--- config.mk ---
export PLATFORM = sky130hd
export DESIGN_NAME = tlbfill_writer
export DESIGN_NICKNAME = d
export VERILOG_FILES = /design/src/rtl/tlbfill_pkg.sv /design/src/rtl/tlbfill_lfsr.sv /design/src/rtl/tlbfill_ctrl.sv /design/src/rtl/tlbfill_dp.sv /design/src/rtl/tlbfill_writer.sv
export SDC_FILE = /design/constraint.sdc
export NUM_CORES = 1
export LEC_CHECK = 0
export ABC_AREA = 1
export CAP_MARGIN = 20
export CELL_PAD_IN_SITES_DETAIL_PLACEMENT = 1
export CELL_PAD_IN_SITES_GLOBAL_PLACEMENT = 1
export CORE_AREA = 2 2 219 221
export CTS_CLUSTER_DIAMETER = 30
export DETAILED_ROUTE_END_ITERATION = 8
export DIE_AREA = 0 0 221 223
export DONT_BUFFER_PORTS = 1
export PLACE_DENSITY_LB_ADDON = 0.25
export SYNTH_ARGS = -nofsm -noshare
export SYNTH_HDL_FRONTEND = slang
export SYNTH_SLANG_ARGS = --single-unit
--- constraint.sdc ---
create_clock -name clk -period 2.2 [get_ports clk]
set_input_delay 0.44 -clock clk [delete_from_list [all_inputs] [get_ports clk]]
set_output_delay 0.44 -clock clk [all_outputs]
set_load 0.01 [all_outputs]
--- src/rtl/tlbfill_pkg.sv ---
package tlbfill_pkg;
  // Strobes from control to datapath
  typedef struct packed {
    logic doWrite;    // register a write command this cycle
    logic useRandom;  // random fill (else indexed)
    logic toSmall;    // random fill targets small region
    logic clearOnly;  // indexed clear of exist bit only
  } fillCtl_t;
endpackage

--- src/rtl/tlbfill_lfsr.sv ---
module tlbfill_lfsr #(
  parameter int          W    = 16,
  parameter logic [W-1:0] SEED = 16'hACE1,
  parameter logic [W-1:0] TAPS = 16'hB400
) (
  input  logic         clk,
  input  logic         rst,
  output logic [W-1:0] lfsrVal
);
  logic feedback;
  assign feedback = ^(lfsrVal & TAPS);

  always_ff @(posedge clk) begin
    if (rst) lfsrVal <= SEED;
    else     lfsrVal <= {lfsrVal[W-2:0], feedback};
  end
endmodule

--- src/rtl/tlbfill_ctrl.sv ---
module tlbfill_ctrl
  import tlbfill_pkg::*;
(
  input  logic     fillReq,
  input  logic     idxWrReq,
  input  logic     idxNe,
  input  logic     psMatch,
  output fillCtl_t ctl
);
  always_comb begin
    ctl.doWrite   = fillReq | idxWrReq;
    ctl.useRandom = fillReq;
    ctl.toSmall   = fillReq & psMatch;
    ctl.clearOnly = ~fillReq & idxWrReq & idxNe;
  end
endmodule

--- src/rtl/tlbfill_dp.sv ---
module tlbfill_dp
  import tlbfill_pkg::*;
#(
  parameter int WAYS     = 8,
  parameter int LINES    = 256,
  parameter int MULTI    = 64,
  parameter int VPPN_W   = 35,
  parameter int PS_W     = 6,
  parameter int ASID_W   = 10,
  parameter int LO_W     = 64,
  parameter int PAGE_LSB = 13,
  parameter int LFSR_W   = 16,
  parameter int IDX_W    = 12
) (
  input  logic              clk,
  input  logic              rst,
  input  fillCtl_t          ctl,
  input  logic [LFSR_W-1:0] lfsrVal,
  input  logic              inRefill,
  input  logic [VPPN_W-1:0] normVppn,
  input  logic [PS_W-1:0]   normPs,
  input  logic [LO_W-1:0]   normLo0,
  input  logic [LO_W-1:0]   normLo1,
  input  logic [IDX_W-1:0]  idxIndex,
  input  logic [VPPN_W-1:0] refillVppn,
  input  logic [PS_W-1:0]   refillPs,
  input  logic [LO_W-1:0]   refillLo0,
  input  logic [LO_W-1:0]   refillLo1,
  input  logic [PS_W-1:0]   smallPs,
  input  logic [ASID_W-1:0] curAsid,
  output logic              psMatch,
  output logic              wrDone,
  output logic [IDX_W-1:0]  wrIdx,
  output logic              wrFull,
  output logic              wrExist,
  output logic              wrPsEn,
  output logic [PS_W-1:0]   wrPs,
  output logic [VPPN_W-1:0] wrVppn,
  output logic [ASID_W-1:0] wrAsid,
  output logic [LO_W-1:0]   wrLo0,
  output logic [LO_W-1:0]   wrLo1
);
  localparam int SMALL_N = WAYS * LINES;
  localparam int WAY_W   = $clog2(WAYS);
  localparam int LINE_W  = $clog2(LINES);
  localparam int VA_W    = VPPN_W + PAGE_LSB;

  logic [VPPN_W-1:0] srcVppn;
  logic [PS_W-1:0]   srcPs;
  logic [LO_W-1:0]   srcLo0, srcLo1;
  logic [VA_W-1:0]   vaFull;
  logic [PS_W:0]     shAmt;
  logic [LINE_W-1:0] lineNum;
  logic [WAY_W-1:0]  wayNum;
  logic [IDX_W-1:0]  idxSmall, idxMulti, tgtIdx;
  logic              tgtMulti;

  // Source register set selection
  always_comb begin
    srcVppn = inRefill ? refillVppn : normVppn;
    srcPs   = inRefill ? refillPs   : normPs;
    srcLo0  = inRefill ? refillLo0  : normLo0;
    srcLo1  = inRefill ? refillLo1  : normLo1;
  end

  assign psMatch = (srcPs == smallPs);

  // Line number from VA bits above the page pair
  assign vaFull  = {srcVppn, {PAGE_LSB{1'b0}}};
  assign shAmt   = {1'b0, smallPs} + {{PS_W{1'b0}}, 1'b1};
  assign lineNum = LINE_W'(vaFull >> shAmt);
  assign wayNum  = lfsrVal[WAY_W-1:0];

  assign idxSmall = IDX_W'(wayNum) * IDX_W'(LINES) + IDX_W'(lineNum);
  assign idxMulti = IDX_W'(SMALL_N) + IDX_W'(lfsrVal % LFSR_W'(MULTI));

  always_comb begin
    if (ctl.useRandom) tgtIdx = ctl.toSmall ? idxSmall : idxMulti;
    else               tgtIdx = idxIndex;
  end
  assign tgtMulti = (tgtIdx >= IDX_W'(SMALL_N));

  always_ff @(posedge clk) begin
    if (rst) begin
      wrDone  <= 1'b0;
      wrIdx   <= '0;
      wrFull  <= 1'b0;
      wrExist <= 1'b0;
      wrPsEn  <= 1'b0;
      wrPs    <= '0;
      wrVppn  <= '0;
      wrAsid  <= '0;
      wrLo0   <= '0;
      wrLo1   <= '0;
    end else begin
      wrDone <= ctl.doWrite;
      if (ctl.doWrite) begin
        wrIdx <= tgtIdx;
        if (ctl.clearOnly) begin
          wrFull  <= 1'b0;
          wrExist <= 1'b0;
          wrPsEn  <= 1'b0;
          wrPs    <= '0;
          wrVppn  <= '0;
          wrAsid  <= '0;
          wrLo0   <= '0;
          wrLo1   <= '0;
        end else begin
          wrFull  <= 1'b1;
          wrExist <= 1'b1;
          wrPsEn  <= tgtMulti;
          wrPs    <= tgtMulti ? srcPs : '0;
          wrVppn  <= srcVppn;
          wrAsid  <= curAsid;
          wrLo0   <= srcLo0;
          wrLo1   <= srcLo1;
        end
      end
    end
  end
endmodule

--- src/rtl/tlbfill_writer.sv ---
module tlbfill_writer
  import tlbfill_pkg::*;
#(
  parameter int WAYS     = 8,
  parameter int LINES    = 256,
  parameter int MULTI    = 64,
  parameter int VPPN_W   = 35,
  parameter int PS_W     = 6,
  parameter int ASID_W   = 10,
  parameter int LO_W     = 64,
  parameter int PAGE_LSB = 13,
  localparam int IDX_W   = $clog2(WAYS * LINES + MULTI)
) (
  input  logic              clk,
  input  logic              rst,
  input  logic              fillReq,
  input  logic              idxWrReq,
  input  logic              inRefill,
  input  logic [VPPN_W-1:0] normVppn,
  input  logic [PS_W-1:0]   normPs,
  input  logic [LO_W-1:0]   normLo0,
  input  logic [LO_W-1:0]   normLo1,
  input  logic [IDX_W-1:0]  idxIndex,
  input  logic              idxNe,
  input  logic [VPPN_W-1:0] refillVppn,
  input  logic [PS_W-1:0]   refillPs,
  input  logic [LO_W-1:0]   refillLo0,
  input  logic [LO_W-1:0]   refillLo1,
  input  logic [PS_W-1:0]   smallPs,
  input  logic [ASID_W-1:0] curAsid,
  output logic              wrDone,
  output logic [IDX_W-1:0]  wrIdx,
  output logic              wrFull,
  output logic              wrExist,
  output logic              wrPsEn,
  output logic [PS_W-1:0]   wrPs,
  output logic [VPPN_W-1:0] wrVppn,
  output logic [ASID_W-1:0] wrAsid,
  output logic [LO_W-1:0]   wrLo0,
  output logic [LO_W-1:0]   wrLo1
);
  localparam int LFSR_W = 16;

  fillCtl_t          ctl;
  logic              psMatch;
  logic [LFSR_W-1:0] lfsrVal;

  tlbfill_lfsr #(.W(LFSR_W)) u_lfsr (
    .clk(clk), .rst(rst), .lfsrVal(lfsrVal)
  );

  tlbfill_ctrl u_ctrl (
    .fillReq(fillReq), .idxWrReq(idxWrReq), .idxNe(idxNe),
    .psMatch(psMatch), .ctl(ctl)
  );

  tlbfill_dp #(
    .WAYS(WAYS), .LINES(LINES), .MULTI(MULTI), .VPPN_W(VPPN_W),
    .PS_W(PS_W), .ASID_W(ASID_W), .LO_W(LO_W), .PAGE_LSB(PAGE_LSB),
    .LFSR_W(LFSR_W), .IDX_W(IDX_W)
  ) u_dp (
    .clk(clk), .rst(rst), .ctl(ctl), .lfsrVal(lfsrVal),
    .inRefill(inRefill), .normVppn(normVppn), .normPs(normPs),
    .normLo0(normLo0), .normLo1(normLo1), .idxIndex(idxIndex),
    .refillVppn(refillVppn), .refillPs(refillPs),
    .refillLo0(refillLo0), .refillLo1(refillLo1),
    .smallPs(smallPs), .curAsid(curAsid), .psMatch(psMatch),
    .wrDone(wrDone), .wrIdx(wrIdx), .wrFull(wrFull), .wrExist(wrExist),
    .wrPsEn(wrPsEn), .wrPs(wrPs), .wrVppn(wrVppn), .wrAsid(wrAsid),
    .wrLo0(wrLo0), .wrLo1(wrLo1)
  );
endmodule

Word-level counts from Yosys, hierarchy flattened
Index checks and enable logic that the tools add are counted.
{"block": "word_totals", "input_bits": 372, "elab_cells": 36, "register_bits": 210, "output_inout_bits": 195}
{"block": "classes", "addsub": 3, "n_eq_ne": 1, "n_lt_le_gt_ge": 1, "muxes": 14, "n_reduce_logical": 1, "shifts": 1, "bitwise_logic": 5}
{"operator": "$mux W64", "n": 4}
{"operator": "$mux W35", "n": 2}
{"operator": "$shr A48 B7 Y8", "n": 1}
{"operator": "$mux W12", "n": 2}
{"operator": "$mux W6", "n": 3}
{"operator": "$reduce_xor A16 Y1", "n": 1}
{"operator": "$add A11 B8 Y12", "n": 1}
{"operator": "$add A12 B6 Y12 const A", "n": 1}
{"operator": "$ge A12 B12 Y1 const B", "n": 1}
{"operator": "$mux W10", "n": 1}
{"operator": "$add A6 B1 Y7 const B", "n": 1}
{"operator": "$eq A6 B6 Y1", "n": 1}
{"operator": "$and A1 B1 Y1", "n": 3}
{"operator": "$mux W1", "n": 2}
{"operator": "$not A1 Y1", "n": 1}
{"operator": "$or A1 B1 Y1", "n": 1}

Logic depth before layout (Yosys ltp)
Gate-level depths: netlist of run 1.
{"block": "logic_depth", "depth_word": 8, "mapped_depth": 15, "ltp_nobuf": 13}

Modules after synthesis
From an unflattened synthesis of run 1, not the netlist that was laid out.
{"block": "unflattened", "cells_unflattened": 1705, "hier_area_um2": 10735.3}
{"mod": "tlbfill_dp", "area_each_um2": 10203.5, "instances": 1, "cells_per_inst": 1640}
{"mod": "tlbfill_lfsr", "area_each_um2": 503.0, "instances": 1, "cells_per_inst": 59}
{"mod": "tlbfill_ctrl", "area_each_um2": 28.8, "instances": 1, "cells_per_inst": 6}

Worst setup path after synthesis of run 1
OpenSTA, ideal clock, no wires.
{"block": "synth_timing", "path_type": "input to register", "from": "in inRefill", "to": "reg u_dp.wrIdx[4]", "n_path_buf": 3, "cell_stages": 13, "arrival_time_ns": 1.622, "path_slack_ns": 0.446, "t_required_ns": 2.068, "cell_sequence": "buf_6 inv_4 buf_6 nand2_2 nand2_2 xor2_1 nor3_2 nand2_2 buf_6 a21oi_1 nand2_1 nand2_1 a21oi_1"}
{"block": "synth_between", "elab_chain_cells": 5, "word_cells_on_any_way": 8, "classes_between": "add/sub (1); eq/ne (1); shift (1); mux (4); bitwise (1)"}
{"element": "from (decl)", "line_no": "tlbfill_writer.sv:18", "rtl": "input logic inRefill,"}
{"element": "$mux W35 or $mux W6 (tied branches)", "line_no": "tlbfill_dp.sv:60, tlbfill_dp.sv:61"}
{"element": "$shr A48 B7 Y8 or $eq A6 B6 Y1 (tied branches)", "line_no": "tlbfill_dp.sv:71, tlbfill_dp.sv:66"}
{"element": "$add A11 B8 Y12 or $and A1 B1 Y1 (tied branches)", "line_no": "tlbfill_dp.sv:74, tlbfill_ctrl.sv:13"}
{"element": "$mux W12 * (2 in a row)", "line_no": "tlbfill_dp.sv:78", "rtl": "if (ctl.useRandom) tgtIdx = ctl.toSmall ? idxSmall : idxMulti;"}
{"element": "to (signal assigned)", "line_no": "tlbfill_dp.sv:98", "rtl": "wrIdx <= tgtIdx;"}
{"element": "to (decl)", "line_no": "tlbfill_dp.sv:33", "rtl": "output logic [IDX_W-1:0] wrIdx,"}
Every way passes the cells marked *; elsewhere a longest branch is shown, timed or not.
A chain may end at the register's enable or synchronous reset.

Final worst setup path of run 1
{"block": "layout_timing", "from": "in inRefill", "to": "reg u_dp.wrIdx[2]"}
The elaborated chain is that of the path after synthesis.

==> results.md, run 1 <==
- Synth Net Count: 2175
- Synth warn: 0
- FF-to-FF setup slack: 0.77 ns
- Fraction of final layout cells sized beyond drive strength 1: 7.81%
- #FFs+latches synth: 210
- Ports: 567
- Initial Util: 23.2%
- Sw frac: 25.6%
- CP arrival: 2.59 ns
- CTS Sinks: 210
- Setup TNS: 0 ns
- Pleak: 0.00686 µW
- Mapped cell area: 11000 µm²
- Clk Tree Root Cell: clkbuf_16
- Highest Clock Rate: 0.490 GHz
- Worst-Margin Slew: 0.785 ns
- CP Max Fanout: 171
- Comb power frac: 10.0%
- Nets: 2246
- First-pass GRT wire length: 74.0 mm
- Prevailing post-synth register cell: dfxtp_1
- Post-CTS Setup Inserts: 0
- Post-synthesis sequential area ratio: 38.4%
- Cell row count: 80
- Sw Pwr: 3890 µW
- Critical Path Source Type: input pin
- Cell variety after synth: 33
- Clk_lat worst skew: 0.60 ns
- Count leader, synth: nand2_1
- Clock power frac: 61.0%
- Via density: 4.80
- DIE AREA: 49300 µm²
- Final instance area: 14800 µm²
- Post-Syn Area per Cell: 6.08 µm²
- Routed via count: 12.2k
- Critical R2R Launch: u_dp.wrIdx[2]$_SDFFE_PP0P_
- Initial antenna violation count: 5
- Cts bufs inserted: 60
- R2R cell count: 4
- Clock Skew: 0.00304 ns
- H-tree depth: 2
- Drt wl/cell: 19.4 µm
- Post-DP Area: 11500 µm²
- HP Start: idxIndex[11]
- Status: finished clean
- Max IR drop VDD: 0.000658 V
- Setup CP Type: in -> reg
- Hold Path Class: in -> reg
- Final setup vio count: 0
- Max-cap viol count: 0
- Final min period: 2.04 ns
- EDFF count, synth: 0
- Design internal power: 11300 µW
- ANT nets after route: 0
- Largest cells by area after synthesis: dfxtp_1, nand2_1, a21oi_1
- Hold Path Sink: u_dp.wrIdx[11]$_SDFFE_PP0P_
- Reg-to-Reg End: u_dp.wrIdx[2]$_SDFFE_PP0P_
- CP required: 2.74 ns
- HPWL after DPL: 35.5 mm
- CTS tree: built
- 1st-iter DRT viols: 603
- GPL Wtd Cong: 0.825
- Die Height: 223 µm
- Drt first pass iters: 5
- I/O Buffers: 0
- Total GRT Usage: 19.1%
- Most frequent cells after synthesis: nand2_1, dfxtp_1, a21oi_1
- Post-Syn Instances: 1803
- Post-CTS resize count: 0
- Total core area: 47100 µm²
- Slew HR: 47.6%
- Die W: 221 µm
- RSZ-0062 raised after global routing: no
- P per Cell Area: 1030 nW/µm²
- Post-synth top area share: 38.4%
- CP endpoint kind: register
- GRT overflow: 0
- Part of the cycle the worst path needs: 92.9%
- Sequential power share: 29.0%
- Vias in the first global route: 12.4k
- Clock slew seen by the registers of the worst setup and hold paths: 0.04 ns
- Synth area leader: dfxtp_1
- Detailed Route WL: 49.3 mm
- Clock Tree Buf Depth: 3
- DRC: 0
- Area Growth Syn to Fin: 34.8%
- Post-synthesis async set-or-reset flop share: 0%
- Largest net degree at the start of global routing: 172
- Slew Viols, Final: 0
- Final Hold Vio Count: 0
- Hold Crit Depth: 2
## how the worst max path moves through the flow
stage / from / end / slack (ns) / depth (start not counted)
2_1_floorplan: inRefill / u_dp.wrIdx[4]$_SDFFE_PP0P_ / 0.45 / 13
3_3_place_gp: smallPs[1] / u_dp.wrIdx[3]$_SDFFE_PP0P_ / 0.27 / 12
3_5_place_dp: inRefill / u_dp.wrIdx[2]$_SDFFE_PP0P_ / 0.23 / 10
4_1_cts: inRefill / u_dp.wrIdx[2]$_SDFFE_PP0P_ / 0.34 / 11
5_1_grt: inRefill / u_dp.wrIdx[3]$_SDFFE_PP0P_ / 0.12 / 15
6_report: inRefill / u_dp.wrIdx[2]$_SDFFE_PP0P_ / 0.16 / 11
## logic make-up after synthesis
kind of cell	after synthesis	share of synthesized area, %
and+or+nand+nor	1183	43.0
DFF	210	38.4
AOI/OAI and AO/OA	249	12.0
buffers and inverters	156	6.24
xor gates and xnor gates	5	0.400
## final cells by class
type,instances,area (µm²)
well taps,615,769
fillers,5951,32400
clock inverters,30,520
repair buffers,130,1390
inverters,35,136
clock buffers,78,1650
flip-flops and latches,210,4200
diodes,5,12.5
multi-input cells,1437,6090
## per-layer routing
metal  track usage (%)  wire length, µm  vias to the layer above
li1                  -                -                     5912
met1              21.3            19300                     5799
met2              33.7            24600                      399
met3              6.06             3660                       87
met4              7.88             1630                        0
met5                 0                0                        -
## timing repair
item                       CTS  global route
hold buffers               104             0
setup endpoints to repair    0             0
hold endpoints to repair   199             0
## state kept, by name, indices dropped and copies added (netlist names)
| signal | flops |
|---|---|
| u_dp.wrAsid | 10 |
| u_dp.wrDone | 1 |
| u_dp.wrExist | 1 |
| u_dp.wrIdx | 12 |
| u_dp.wrLo0 | 64 |
| u_dp.wrLo1 | 64 |
| u_dp.wrPs | 6 |
| u_dp.wrPsEn | 1 |
| u_dp.wrVppn | 35 |
| u_lfsr.lfsrVal | 16 |
## power by group through the flow
| stage | clock [µW] | combinational, µW | sequential, µW |
|---|---|---|---|
| after global routing | 9680 | 1730 | 4430 |
| final | 9250 | 1520 | 4410 |
| after global placement | 0 | 1300 | 4480 |
| after floorplan | 0 | 1050 | 4350 |
| after detailed placement | 0 | 1320 | 4480 |
| after CTS | 9440 | 1530 | 4420 |
## critical path, stage by stage
cell,delay [ns]
o21ai_0,0.46
or2_2,0.22
nand3_1,0.07
a21oi_1,0.12
o21ai_0,0.15
nand2_1,0.10
nand2_1,0.07
nand2_1,0.07
nand2_1,0.07
a21oi_1,0.14
dlygate4sd3_1,0.58
## layout by cell type, fill, tap and decap left out, drive strengths merged, types with 5 or more instances in the layout
master / instances
o21ai: 28
dfxtp: 210
nand3: 141
buf: 27
or2: 7
inv: 33
nand4: 11
bufinv: 12
nor2: 25
a21oi: 206
a22o: 5
clkbuf: 78
a2bb2oi: 5
clkinv: 18
dlygate4sd3: 103
and2: 6
nand2: 992
diode: 5
## per-stage QoR
step	setup slack, ns	hold slack [ns]	utilization (%)	power, µW	std cells
floorplan	0.446	0.388	-	5400	1803
global placement	0.267	0.392	24.5	5780	2323
detailed placement	0.232	0.400	24.5	5800	2323
CTS	0.337	0.00202	31.3	15400	2535
global route	0.121	0.0210	31.3	15800	2540
finish	0.157	0.0483	31.3	15200	2540
No activity file was read; power rests on OpenSTA's default activity.
==> run 2, diff against run 1 <==
Settings changed: CORE_AREA 2 2 219 221 to 2 2 223 225, DIE_AREA 0 0 221 223 to 0 0 225 227, RECOVER_POWER from default to 100, SYNTH_HIERARCHICAL from default to 1.
==> run 2 against run 1 <==
Utilization is 2.2 points lower; routed wire length is 9.0% higher; clock-buffer cell count is 8 higher; sequential power is 2% higher; global-route usage is 0.93 points higher; critical path depth is 2 lower; final cell count is 4.3% lower; total power is 1.1% higher; first-iteration DRC count is 9.0% lower; worst hold slack worse by 0.0048 ns; clock power is 1% higher; area after synthesis is 2.0% lower.
==> results.md, run 2 <==
- Cell row count: 81
- Fraction of final layout cells sized beyond drive strength 1: 9.28%
- Drt first pass iters: 5
- Total core area: 48500 µm²
- Setup CP Type: in -> reg
- Multi-input logic area: 5810 µm²
- Nets: 2123
- Largest net degree at the start of global routing: 173
- Most frequent cells after synthesis: nand2_1, nor2_1, a21oi_1
- Part of the cycle the worst path needs: 90.2%
- Ports: 567
- Clk_lat worst skew: 0.57 ns
- CP Max Fanout: 23
- Post-DP Area: 11400 µm²
- Hold Path Class: in -> reg
- ANT nets after route: 0
- CTS tree: built
- DIE AREA: 51100 µm²
- Total GRT Usage: 20.1%
- Detailed Route WL: 53.7 mm
- RSZ-0062 raised after global routing: no
- Final instance area: 14100 µm²
- Slew HR: 40.6%
- Synth area leader: dfxtp_1
- Buf+Inv Stages, Crit Path: 4
- Clock Tree Buf Depth: 3
- Status: finished clean
- Placed insts: 2251
- Via density: 4.86
- Max IR drop VDD: 0.000797 V
- Final core occ: 29.1%
- Non-filler cells, final: 2431
- Mapped cell area: 10700 µm²
- HP Start: refillLo1[53]
- Critical R2R Launch: u_dp/wrVppn[11]$_SDFFE_PP0P_
- Crit path cell chain: or2_0, inv_6, nor2_1, inv_4, buf_4, nor2_1, o21ai_0, a21oi_1, dlygate4sd3_1
- Clock Skew: 0.00590 ns
- Clock slew seen by the registers of the worst setup and hold paths: 0.04 ns
- CTS Sinks: 210
- 1st-iter DRT viols: 549
- Post-synthesis sequential area ratio: 39.2%
- Crit-path leading delay family: buffers and inverters
- Commonest non-fill, non-tap cells in the layout: nand2_1, nor2_1, a21oi_1
- Synth Net Count: 2077
- Crit path top cell by count: nor2_1
- Area Growth Syn to Fin: 31.7%
- Post-Syn Area per Cell: 6.30 µm²
- Critical Path Source Type: input pin
- GPL Wtd Cong: 0.840
- Drt wl/cell: 22.1 µm
- Synth warn: 6
- Cell variety after synth: 32
- Initial Util: 22.1%
- CP max stage delay: 0.60 ns
- Highest Clock Rate: 0.504 GHz
- Routed via count: 11.8k
- Initial antenna violation count: 12
- Prevailing post-synth register cell: dfxtp_1
- First-pass GRT wire length: 77.0 mm
- Worst-Margin Slew: 0.892 ns
- Die Height: 227 µm
- I/O Buffers: 0
- Setup TNS: 0 ns
- EDFF count, synth: 0
- DRC: 0
- Die W: 225 µm
- Max-cap viol count: 0
- CP endpoint kind: register
- H-tree depth: 3
- Slew Viols, Final: 0
- Most common cell after layout, fill and taps aside: nand2_1
- CP arrival: 2.43 ns
- Post-synthesis async set-or-reset flop share: 0%
- Fillers: 6003
- HPWL after DPL: 37.9 mm
- Final Hold Vio Count: 0
- Final min period: 1.98 ns
- Count leader, synth: nand2_1
- Clk Tree Root Cell: clkbuf_16
- Slowest library cell on the worst path: dlygate4sd3_1
- Final setup vio count: 0
- Cts bufs inserted: 66
- Pleak: 0.00592 µW
- Largest regs: u_dp/wrLo0: 64 flops, u_dp/wrLo1: 64 flops, u_dp/wrVppn: 35 flops
- CP required: 2.65 ns
- #FFs+latches synth: 210
- Critical path startpoint: idxWrReq
- Post-synth top area share: 39.2%
- GRT overflow: 0
- Vias in the first global route: 12.4k
- Post-Syn Instances: 1705
- Total area of sequential cells: 4200 µm²
- P per Cell Area: 1090 nW/µm²
- Largest cells by area after synthesis: dfxtp_1, nand2_1, nor2_1
[run 2: cell types whose count changed after synthesis, sizes merged, moves of 4 or more]
cell,delta
and2,-4
nand2,-486
a21oi,+10
a22o,-5
buf,+6
nor2,+269
o21ai,+124
[run 2: metal layers]
layer / global-route usage (%) / vias to the layer above / share of wire [%] / wire length [µm]
met4: 11.3 / 12 / 4.4 / 2340
li1: - / 5687 / - / -
met1: 22.9 / 5575 / 40 / 21300
met2: 32.4 / 436 / 47 / 25500
met3: 7.52 / 110 / 8.3 / 4450
met5: 0 / - / 0.14 / 76
[run 2: repair_timing]
action	in CTS	in global routing
hold buffers	54	0
endpoints found under the hold margin	146	0
setup buffers	0	0
setup endpoints to repair	0	1
gates resized for setup	0	2
[run 2: cell type report]
cell class,count,share of cell area [%]
repair buffers,102,6.83
inverters,33,0.982
multi-input cells,1338,41.1
well taps,622,5.51
clock inverters,31,2.62
clock buffers,86,13.1
flip-flops and latches,210,29.7
diodes,9,0.159
[run 2: cell families (layout without fill, tap and decap cells)]
kind of cell,after synthesis,after routing,share of synthesized area (%)
other,0,9,0
XOR/XNOR,5,5,0.408
AND/OR/NAND/NOR,959,959,35.8
flip-flops,210,210,39.2
AO/OA/AOI/OAI,374,374,17.8
buffers and inverters,157,252,6.88
[run 2: worst paths after layout]
path,to,slack [ns],cells after the start
worst max-delay path,u_dp/wrLo0[39]$_SDFFE_PP0P_,0.22,9
worst min-delay path,u_dp/wrLo1[53]$_SDFFE_PP0P_,0.04,2
worst max register to register,u_dp/wrVppn[11]$_SDFFE_PP0P_,0.82,3
worst min register to register,u_lfsr/lfsrVal[7]$_SDFF_PP1_,0.41,1
[run 2: metrics by stage]
step / worst slack (ns) / total power (µW) / hold WS [ns]
CTS: 0.0833 / 15600 / 0.00233
finish: 0.216 / 15300 / 0.0436
detailed placement: -0.0991 / 5920 / 0.395
global route: 0.0980 / 16000 / 0.0260
floorplan: 0.000476 / 5510 / 0.383
global placement: -0.0988 / 5890 / 0.388
[run 2: power breakdown]
group          leakage [µW]  switching, µW  internal (µW)  total (µW)
Sequential          0.00174            381           4110        4490
Combinational       0.00309            961            550        1510
Clock               0.00109           2850           6490        9340
Total               0.00592           4190          11100       15300
==> run 3, diff against run 2 <==
Settings changed: GPL_ROUTABILITY_DRIVEN from default to 0.
Clock period 2.2 ns to 2 ns, I/O delays scaled along.
==> run 3 against run 2 <==
The run now ends with setup timing left; global-route usage rose by 0.41 points; sequential share of layout area fell by 2.2 points; non-clock buffer count rose by 83; clock-buffer cell count increased by 12; critical endpoint is now u_dp/wrPs[4]$_SDFFE_PP0P_; largest power group unchanged.
==> results.md, run 3 (synthesis results as in run 2) <==
- Slowest library cell on the worst path: dlygate4sd3_1
- 1st-iter DRT viols: 593
- Max-cap viol count: 0
- Commonest non-fill, non-tap cells in the layout: nand2_1, nor2_1, a21oi_1
- Cell row count: 81
- HPWL after DPL: 39.2 mm
- CTS Sinks: 210
- CP max stage delay: 0.55 ns
- Worst Slack Setup Final: -0.197 ns
- Most common cell after layout, fill and taps aside: nand2_1
- Total core area: 48500 µm²
- DRC: 0
- Crit path cell chain: inv_16, nand2_2, nand2_2, xor2_1, nand3_2, nor4_4, nand2_1, inv_2, nand2_2, inv_2, nor2_1, inv_2, nor2_4, nand2_1, a21oi_1, dlygate4sd3_1
- Highest Clock Rate: 0.455 GHz
- Fillers: 6021
- Sequential power share: 27.5%
- Non-filler cells, final: 2519
- Part of the cycle the worst path needs: 110%
- Clk Tree Root Cell: clkbuf_16
- Detailed Route WL: 55.3 mm
- Hold Path Class: in -> reg
- Fraction of final layout cells sized beyond drive strength 1: 10.0%
- Clock Skew: 0.00989 ns
- Cts bufs inserted: 69
- Status: complete, but fails checks
- Die Height: 227 µm
- R2R cell count: 3
- Slew HR: 53.1%
- Largest regs: u_dp/wrLo0: 64 flops, u_dp/wrLo1: 64 flops, u_dp/wrVppn: 35 flops
- Critical Path Source Type: input pin
- Setup CP Type: in -> reg
- Sw frac: 26.3%
- CP Max Fanout: 172
- Placed insts: 2257
- Slew Viols, Final: 0
- Comb power frac: 10.3%
- Area Growth Syn to Fin: 42.3%
- Initial antenna violation count: 9
- Clk_lat worst skew: 0.58 ns
- H-tree depth: 3
- Drt first pass iters: 5
- Design internal power: 13300 µW
- Clock power frac: 62.2%
- GRT overflow: 0
- Final setup vio count: 9
- Drt wl/cell: 22.0 µm
- Clock slew seen by the registers of the worst setup and hold paths: 0.04 ns
- CTS tree: built
- Die W: 225 µm
- Total GRT Usage: 20.5%
- Failing checks: setup timing
- Vias in the first global route: 12.8k
- Max IR drop VDD: 0.000559 V
- Worst-Margin Slew: 0.703 ns
- Hold Crit Depth: 2
- P per Cell Area: 1180 nW/µm²
- I/O Buffers: 0
- Final min period: 2.20 ns
- ANT nets after route: 0
- Final Hold Vio Count: 0
- Via density: 4.86
- CP arrival: 2.65 ns
- Clock Tree Buf Depth: 3
- Ports: 567
- DIE AREA: 51100 µm²
- Largest net degree at the start of global routing: 173
- Nets: 2209
- Pleak: 0.00651 µW
- CP endpoint kind: register
- Setup TNS: -1.41 ns
- Routed via count: 12.2k
- Sw Pwr: 4740 µW
- Final core occ: 31.5%
- CP required: 2.45 ns
- Initial Util: 22.1%
- First-pass GRT wire length: 79.2 mm
==> run 3: changes by cell type in the layout (fill, tap and decap cells not counted), sizes merged <==
cell,previous run,this run
bufinv,5,8
dlygate4sd3,52,129
diode,9,8
clkinvlp,5,1
clkinv,18,16
inv,36,33
clkbuf,97,101
buf,39,53
==> run 3: per-stage QoR <==
step                power [µW]  setup WS [ns]  hold slack, ns  instance area, µm²
finish                   18000         -0.197          0.0370               15300
global route             18700        -0.0204          0.0262               15300
CTS                      18200         0.0191        0.000214               15200
detailed placement        6570        -0.0361           0.394               11400
global placement          6530         0.0104           0.386               11400
floorplan                 6060        -0.0988           0.383               10800
==> run 3: worst max-delay path: cells and delay by family <==
family	cells	cell delay, ns
buf+inv	5	0.96
compound gates	1	0.05
xor+xnor	1	0.17
simple gates	9	0.87
==> run 3: timing repair <==
item,CTS,global route
endpoints found under the hold margin,202,0
resized for setup,0,12
setup endpoints to repair,0,8
hold buffers,130,0
buffers inserted,0,1
==> run 3: area by class of cell <==
type	count	area, µm²	share of cell area (%)
Multi-Input combinational cell	1338	5850	38.3
Sequential cell	210	4200	27.5
Inverter	33	148	0.967
Antenna cell	8	20.0	0.131
Timing Repair Buffer	185	1830	12.0
Clock buffer	98	2000	13.1
Tap cell	622	778	5.10
Clock inverter	25	444	2.91
==> run 3: final timing paths <==
kind / start / end / slack, ns
min reg2reg: u_lfsr/lfsrVal[6]$_SDFF_PP1_ / u_lfsr/lfsrVal[7]$_SDFF_PP1_ / 0.41
min: refillLo1[40] / u_dp/wrLo1[40]$_SDFFE_PP0P_ / 0.04
max: inRefill / u_dp/wrPs[4]$_SDFFE_PP0P_ / -0.20
max reg2reg: u_dp/wrIdx[11]$_SDFFE_PP0P_ / u_dp/wrIdx[11]$_SDFFE_PP0P_ / 0.61
==> run 3: layer usage <==
| layer | GRT usage [%] | share of wire, % |
|---|---|---|
| met1 | 23.6 | 40 |
| met4 | 9.85 | 3.4 |
| met3 | 7.54 | 8.5 |
| met2 | 33.7 | 48 |
| met5 | 0 | 0.047 |
==> run 3: power by group through the flow <==
| stage | logic [µW] | clock network (µW) | registers (µW) |
|---|---|---|---|
| floorplan | 1200 | 0 | 4870 |
| global placement | 1510 | 0 | 5020 |
| detailed placement | 1550 | 0 | 5020 |
| CTS | 1840 | 11400 | 4950 |
| global route | 2080 | 11700 | 4980 |
| finish | 1850 | 11200 | 4950 |
